==> src/rtl/caladj_pkg.sv <==
package caladj_pkg;

  localparam int FIELD_N = 7;
  localparam int BCD_W   = 8;

  typedef enum logic [2:0] {
    M_NORM  = 3'd0,
    M_SEC   = 3'd1,
    M_MIN   = 3'd2,
    M_HOUR  = 3'd3,
    M_DAY   = 3'd4,
    M_MONTH = 3'd5,
    M_YEAR  = 3'd6,
    M_WEEK  = 3'd7
  } mode_e;

  typedef struct packed {
    logic               adjGo;
    logic [FIELD_N-1:0] fieldSel;
  } adjStb_t;

  function automatic logic isDateMode(input mode_e m);
    return (m == M_DAY) || (m == M_MONTH) || (m == M_YEAR);
  endfunction

  // BCD increment, wrapping to lo once the value has reached hi
  function automatic logic [BCD_W-1:0] bcdWrapInc(input logic [BCD_W-1:0] v,
                                                  input logic [BCD_W-1:0] lo,
                                                  input logic [BCD_W-1:0] hi);
    logic [BCD_W-1:0] r;
    if (v >= hi)            r = lo;
    else if (v[3:0] >= 4'd9) r = {v[7:4] + 4'd1, 4'd0};
    else                    r = v + 8'd1;
    return r;
  endfunction

  // month length in BCD; leap when the BCD year is divisible by four
  function automatic logic [BCD_W-1:0] monthLen(input logic [BCD_W-1:0] mon,
                                                input logic [BCD_W-1:0] yr);
    logic leap;
    leap = yr[4] ? (yr[3:0] == 4'd2 || yr[3:0] == 4'd6)
                 : (yr[3:0] == 4'd0 || yr[3:0] == 4'd4 || yr[3:0] == 4'd8);
    case (mon)
      8'h02:                      return leap ? 8'h29 : 8'h28;
      8'h04, 8'h06, 8'h09, 8'h11: return 8'h30;
      default:                    return 8'h31;
    endcase
  endfunction

endpackage

==> src/rtl/caladj_ctrl.sv <==
module caladj_ctrl
  import caladj_pkg::*;
(
  input  logic    clk,
  input  logic    rstN,
  input  logic    modeKey,
  input  logic    adjKey,
  input  logic    groupKey,
  output mode_e   mode,
  output logic    runEn,
  output logic    showDate,
  output adjStb_t stb
);

  mode_e nextMode;
  assign nextMode = mode_e'(mode + 3'd1);
  assign runEn    = (mode == M_NORM);

  always_ff @(posedge clk) begin
    if (!rstN) begin
      mode     <= M_NORM;
      showDate <= 1'b0;
    end else if (modeKey) begin
      mode <= nextMode;
      if (nextMode != M_NORM) showDate <= isDateMode(nextMode);
    end else if (groupKey) begin
      showDate <= ~showDate;
    end
  end

  always_comb begin
    stb = '0;
    if (adjKey && !modeKey && (mode != M_NORM)) begin
      stb.adjGo = 1'b1;
      for (int i = 0; i < FIELD_N; i++)
        stb.fieldSel[i] = (mode == mode_e'(3'(i + 1)));
    end
  end


  mode_step_chk: assert property (@(posedge clk) disable iff (!rstN)
    modeKey |=> (mode == mode_e'($past(mode) + 3'd1)));


  auto_group_chk: assert property (@(posedge clk) disable iff (!rstN)
    (modeKey && mode == M_MONTH) |=> showDate);


  run_resume_chk: assert property (@(posedge clk) disable iff (!rstN)
    (modeKey && mode == M_WEEK) |=> runEn);


  key_clash_chk: assert property (@(posedge clk) disable iff (!rstN)
    modeKey |-> !stb.adjGo);

endmodule

==> src/rtl/caladj_datapath.sv <==
module caladj_datapath
  import caladj_pkg::*;
#(
  parameter int                WEEK_W  = 4,
  parameter int                DIGIT_N = 8,
  parameter logic [BCD_W-1:0]  CENTURY = 8'h20
) (
  input  logic                 clk,
  input  logic                 rstN,
  input  adjStb_t              stb,
  input  logic                 showDate,
  input  logic [BCD_W-1:0]     secIn,
  input  logic [BCD_W-1:0]     minIn,
  input  logic [BCD_W-1:0]     hourIn,
  input  logic [BCD_W-1:0]     dayIn,
  input  logic [BCD_W-1:0]     monthIn,
  input  logic [BCD_W-1:0]     yearIn,
  input  logic [WEEK_W-1:0]    weekIn,
  output logic [FIELD_N-1:0]   loadStb,
  output logic [BCD_W-1:0]     loadData,
  output logic [DIGIT_N*4-1:0] digits
);

  localparam int WEEK_PAD = 2 * 4 - WEEK_W;

  logic [BCD_W-1:0] curV [FIELD_N];
  logic [BCD_W-1:0] loV  [FIELD_N];
  logic [BCD_W-1:0] hiV  [FIELD_N];
  logic [BCD_W-1:0] nxtV [FIELD_N];
  logic [BCD_W-1:0] selData;

  always_comb begin
    curV[0] = secIn;   loV[0] = 8'h00; hiV[0] = 8'h59;
    curV[1] = minIn;   loV[1] = 8'h00; hiV[1] = 8'h59;
    curV[2] = hourIn;  loV[2] = 8'h00; hiV[2] = 8'h23;
    curV[3] = dayIn;   loV[3] = 8'h01; hiV[3] = monthLen(monthIn, yearIn);
    curV[4] = monthIn; loV[4] = 8'h01; hiV[4] = 8'h12;
    curV[5] = yearIn;  loV[5] = 8'h00; hiV[5] = 8'h99;
    curV[6] = {{(BCD_W-WEEK_W){1'b0}}, weekIn};
    loV[6]  = 8'h00;   hiV[6] = 8'h06;
  end

  for (genvar g = 0; g < FIELD_N; g++) begin : g_inc
    assign nxtV[g] = bcdWrapInc(curV[g], loV[g], hiV[g]);
  end

  always_comb begin
    selData = '0;
    for (int i = 0; i < FIELD_N; i++)
      if (stb.fieldSel[i]) selData = selData | nxtV[i];
  end

  always_ff @(posedge clk) begin
    if (!rstN) begin
      loadStb  <= '0;
      loadData <= '0;
    end else begin
      loadStb <= stb.adjGo ? stb.fieldSel : '0;
      if (stb.adjGo) loadData <= selData;
    end
  end

  assign digits = showDate ? {CENTURY, yearIn, monthIn, dayIn}
                           : {{WEEK_PAD{1'b0}}, weekIn, hourIn, minIn, secIn};


  stb_onehot_chk: assert property (@(posedge clk) disable iff (!rstN)
    $onehot0(loadStb));


  bcd_digit_chk: assert property (@(posedge clk) disable iff (!rstN)
    (loadStb != '0) |-> (loadData[3:0] <= 4'd9));


  day_range_chk: assert property (@(posedge clk) disable iff (!rstN)
    loadStb[3] |-> (loadData != 8'h00 && loadData <= 8'h31));

endmodule

==> src/rtl/cal_adjust_ctrl.sv <==
module cal_adjust_ctrl
  import caladj_pkg::*;
#(
  parameter int          WEEK_W  = 4,
  parameter int          DIGIT_N = 8,
  parameter logic [7:0]  CENTURY = 8'h20
) (
  input  logic                 clk,
  input  logic                 rstN,
  input  logic                 modeKey,
  input  logic                 adjKey,
  input  logic                 groupKey,
  input  logic [7:0]           secIn,
  input  logic [7:0]           minIn,
  input  logic [7:0]           hourIn,
  input  logic [7:0]           dayIn,
  input  logic [7:0]           monthIn,
  input  logic [7:0]           yearIn,
  input  logic [WEEK_W-1:0]    weekIn,
  output logic                 runEn,
  output logic [2:0]           modeCode,
  output logic [6:0]           loadStb,
  output logic [7:0]           loadData,
  output logic                 showDate,
  output logic [DIGIT_N*4-1:0] digits
);

  mode_e   mode;
  adjStb_t stb;

  caladj_ctrl u_ctrl (
    .clk      (clk),
    .rstN     (rstN),
    .modeKey  (modeKey),
    .adjKey   (adjKey),
    .groupKey (groupKey),
    .mode     (mode),
    .runEn    (runEn),
    .showDate (showDate),
    .stb      (stb)
  );

  caladj_datapath #(
    .WEEK_W  (WEEK_W),
    .DIGIT_N (DIGIT_N),
    .CENTURY (CENTURY)
  ) u_dp (
    .clk      (clk),
    .rstN     (rstN),
    .stb      (stb),
    .showDate (showDate),
    .secIn    (secIn),
    .minIn    (minIn),
    .hourIn   (hourIn),
    .dayIn    (dayIn),
    .monthIn  (monthIn),
    .yearIn   (yearIn),
    .weekIn   (weekIn),
    .loadStb  (loadStb),
    .loadData (loadData),
    .digits   (digits)
  );

  assign modeCode = mode;


  normal_no_load_chk: assert property (@(posedge clk) disable iff (!rstN)
    (loadStb != '0) |-> $past(modeCode != 3'd0));

endmodule

==> config.mk <==
export PLATFORM = sky130hd
export DESIGN_NAME = cal_adjust_ctrl
export DESIGN_NICKNAME = d
export VERILOG_FILES = /design/src/rtl/caladj_pkg.sv /design/src/rtl/caladj_ctrl.sv /design/src/rtl/caladj_datapath.sv /design/src/rtl/cal_adjust_ctrl.sv
export SDC_FILE = /design/constraint.sdc
export NUM_CORES = 1
export LEC_CHECK = 0
export ABC_CLOCK_PERIOD_IN_PS = 4900
export BUFFER_PORTS_ARGS = -buffer_cell sky130_fd_sc_hd__buf_2
export CAP_MARGIN = 20
export CORE_ASPECT_RATIO = 2
export CORE_UTILIZATION = 54
export CTS_CLUSTER_SIZE = 10
export DETAILED_ROUTE_END_ITERATION = 10
export HOLD_SLACK_MARGIN = 0.06
export PLACE_DENSITY = 0.87
export SYNTH_ARGS = -nofsm -noshare
export SYNTH_HDL_FRONTEND = slang
export SYNTH_SLANG_ARGS = --single-unit
export TNS_END_PERCENT = 30
==> constraint.sdc <==
create_clock -name clk -period 4.9 [get_ports clk]
set_input_delay 0 -clock clk [delete_from_list [all_inputs] [get_ports clk]]
set_output_delay 0 -clock clk [all_outputs]
set_load 0.1 [all_outputs]
==> impl_metrics.toml <==
[run_status]
status = "finished clean"

[clock_tree]
cts_buffers = 3
cts_setup_buffers = 0
cts_tree = "done"
clock_sinks = 19
clk_path_buf_depth = 2
insertion_delay_ns = 0.27
cts.reportedPaths.clkPinSlew_ns = 0.07
htreeDepth = 1
cts-resized-gates = 0
hold_buffers = 0
root_buffer = "clkbuf_8"

[yosys]
syn-cell-area_um2 = 2730
async_flop_share_pct = 0
synth_most_common_cell = "ha_1"
syn_inst = 352
synth_flop_cell = "dfxtp_1"
yosys.cell_types.count = 53
yosysTopAreaCellShare_pct = 21.6
synth_seq_cells = 19
yosys.area.top_type = "ha_1"
ys_seq_area_share_pct = 14.0
synth-edff-count = 0
synth_area_per_cell_um2 = 7.74
ys_warn_count = 0
ys_top_cells_by_count = "47 x ha_1, 33 x nand2_1, 30 x inv_1, 29 x o21ai_0, 19 x dfxtp_1"
synthTopCellsByArea = "ha_1 22%, dfxtp_1 14%, mux2_2 6.2%"

[placement]
gp_congestion = 0.975
dp_cells = 499
port_buffers = 105
dp_hpwl_um = 6890

[die]
die_w_um = 52.2
initial_core_util_pct = 56.0
fp.dieArea_um2 = 5350
rows = 36
die_h_um = 102
coreArea_um2 = 4860
ioPinCount = 109

[timing]
finalMaxSlewViolations = 0
period_minus_slack_ns = 2.52
holdWs_ns = 0.121
fin_skew_ns = 0.00408
fmax_mhz = 396
fin_crit_sh_pct = 51.5
tns_ns = 0
tightest_slew_ns = 0.748
report.final.setup_viol = 0
slew_headroom_pct = 49.5
finalHoldViolCount = 0
rsz0062_at_grt = "no"

[worst_setup_path]
r2r_cells = 7
crit_type = "in2reg"
cp_max_fo = 6
arrival_ns = 2.71
start_kind = "primary input"
cp-end-kind = "flop"
reg2reg_slack_ns = 2.53
crit_required_ns = 5.09
timing.rr.end = "u_dp.loadData[3]"
r2r_start = "u_ctrl.mode[0]"

[routing]
vias_per_cell = 6.07
drt_iter0_markers = 123
drt-total-wl_um = 8450
antenna_left = 0
dr.pass1.iters = 5
dr_total_vias = 3053
drc = 0
wl_per_cell_um = 16.8

[grt]
grt_pass1_vias = 2851
track_usage_pct = 32.6
grt_max_degree = 32
grt_antenna_before_repair = 0
grt_pass1_wl_um = 13100
overflow = 0

[layout]
diodes = 0
area_growth_pct = 21.2
num-fill-cells = 431
multiInputGateArea_um2 = 2150
drive_gt1_share_pct = 29.8
fin_nets = 551
final_cells = 503
regArea_um2 = 380

[worst_hold_path]
hold_depth = 2
hold_class = "in2reg"
min_from = "rstN"
hold-path-endpoint = "u_ctrl.showDate"

[pwr]
power_density_nw_per_um2 = 229
peakVddDrop_mv = 0.180
total_power_mw = 0.756
power_leakage_nw = 1.65

[job]
cap_violations = 0
how the worst max path moves through the flow:
| stage | start | slack (ns) | endpoint |
|---|---|---|---|
| after detailed placement | monthIn[0] | 2.13 | u_dp.loadData[4] |
| after global routing | monthIn[0] | 2.19 | u_dp.loadData[5] |
| final | monthIn[0] | 2.38 | u_dp.loadData[4] |
| after CTS | monthIn[0] | 2.37 | u_dp.loadData[4] |
| after floorplan | u_ctrl.showDate | 1.75 | digits[16] |
| after global placement | monthIn[0] | 2.33 | u_dp.loadData[4] |
through the flow:
stage,worst slack [ns],instance area [um^2],util (%)
after global routing,2.19,3300,67.9
after CTS,2.37,3300,67.9
final,2.38,3300,67.9
after detailed placement,2.13,3260,66.9
after global placement,2.33,3260,66.9
after floorplan,1.75,2730,-
flip-flops by register name, indices dropped and copies added, names as in the netlist:
signal and flops:
u_dp.loadData 8, u_dp.loadStb 7, u_ctrl.mode 3, u_ctrl.showDate 1
logic make-up (layout without fill, tap and decap cells):
logic type	Yosys count	in the layout	share of synthesized area (%)
AND/OR/NAND/NOR	108	108	21.3
AO/OA/AOI/OAI	97	97	24.2
buffers and inverters	49	141	7.35
adder cells (fa/ha/maj)	47	47	21.6
flip-flops	19	19	14.0
multiplexers	17	17	6.93
XOR/XNOR	14	14	4.50
other	1	3	0.138
critical path, stage by stage:
cell and delay (ns):
buf_2 0.14, inv_1 0.11, ha_1 0.21, o211ai_1 0.09
a21oi_1 0.16, a31o_2 0.11, nand2_1 0.06, mux2_2 0.27
ha_1 0.28, nor4b_1 0.34, o221ai_1 0.22, nor2_1 0.35
a22oi_1 0.16, a31oi_1 0.20
cell usage in the layout, fill, tap and decap left out, types with 3 or more instances in the layout:
master / count
o21ai_0: 29
clkbuf_8: 3
nor4_1: 3
buf_2: 105
nor3_1: 4
xor2_1: 7
a31oi_1: 12
dfxtp_1: 19
o211ai_1: 4
a21oi_1: 16
nor3b_1: 4
mux2_2: 15
and3_1: 3
nor2_1: 12
conb_1: 3
o2111a_1: 3
a221oi_1: 4
xnor2_1: 7
or3b_1: 5
nand2_1: 33
a211oi_1: 3
nor2b_1: 8
a21o_1: 3
ha_1: 47
inv_1: 30
and2_1: 4
or3b_2: 4
o211a_1: 4
nand3_1: 17
layer usage:
layer	vias up	share of wire [%]	track usage (%)
met5	-	0	0
met4	0	4.9	19.8
met3	29	5.6	3.87
met2	155	56	62.3
met1	1413	34	31.4
li1	1456	-	-
power by group:
group,internal (mW),switching [mW],leakage [nW]
Combinational,0.101,0.371,1.47
Sequential,0.162,0.00934,0.155
Clock,0.0581,0.0559,0.0228
Total,0.320,0.436,1.65
cell type report:
class / instances / area share [%]
Tap cell: 57 / 2.16
Timing Repair Buffer: 107 / 16.4
Sequential cell: 19 / 11.5
Inverter: 30 / 3.41
Clock buffer: 4 / 1.36
Multi-Input combinational cell: 286 / 65.2
Note: power is estimated with default switching activity, not from simulation.
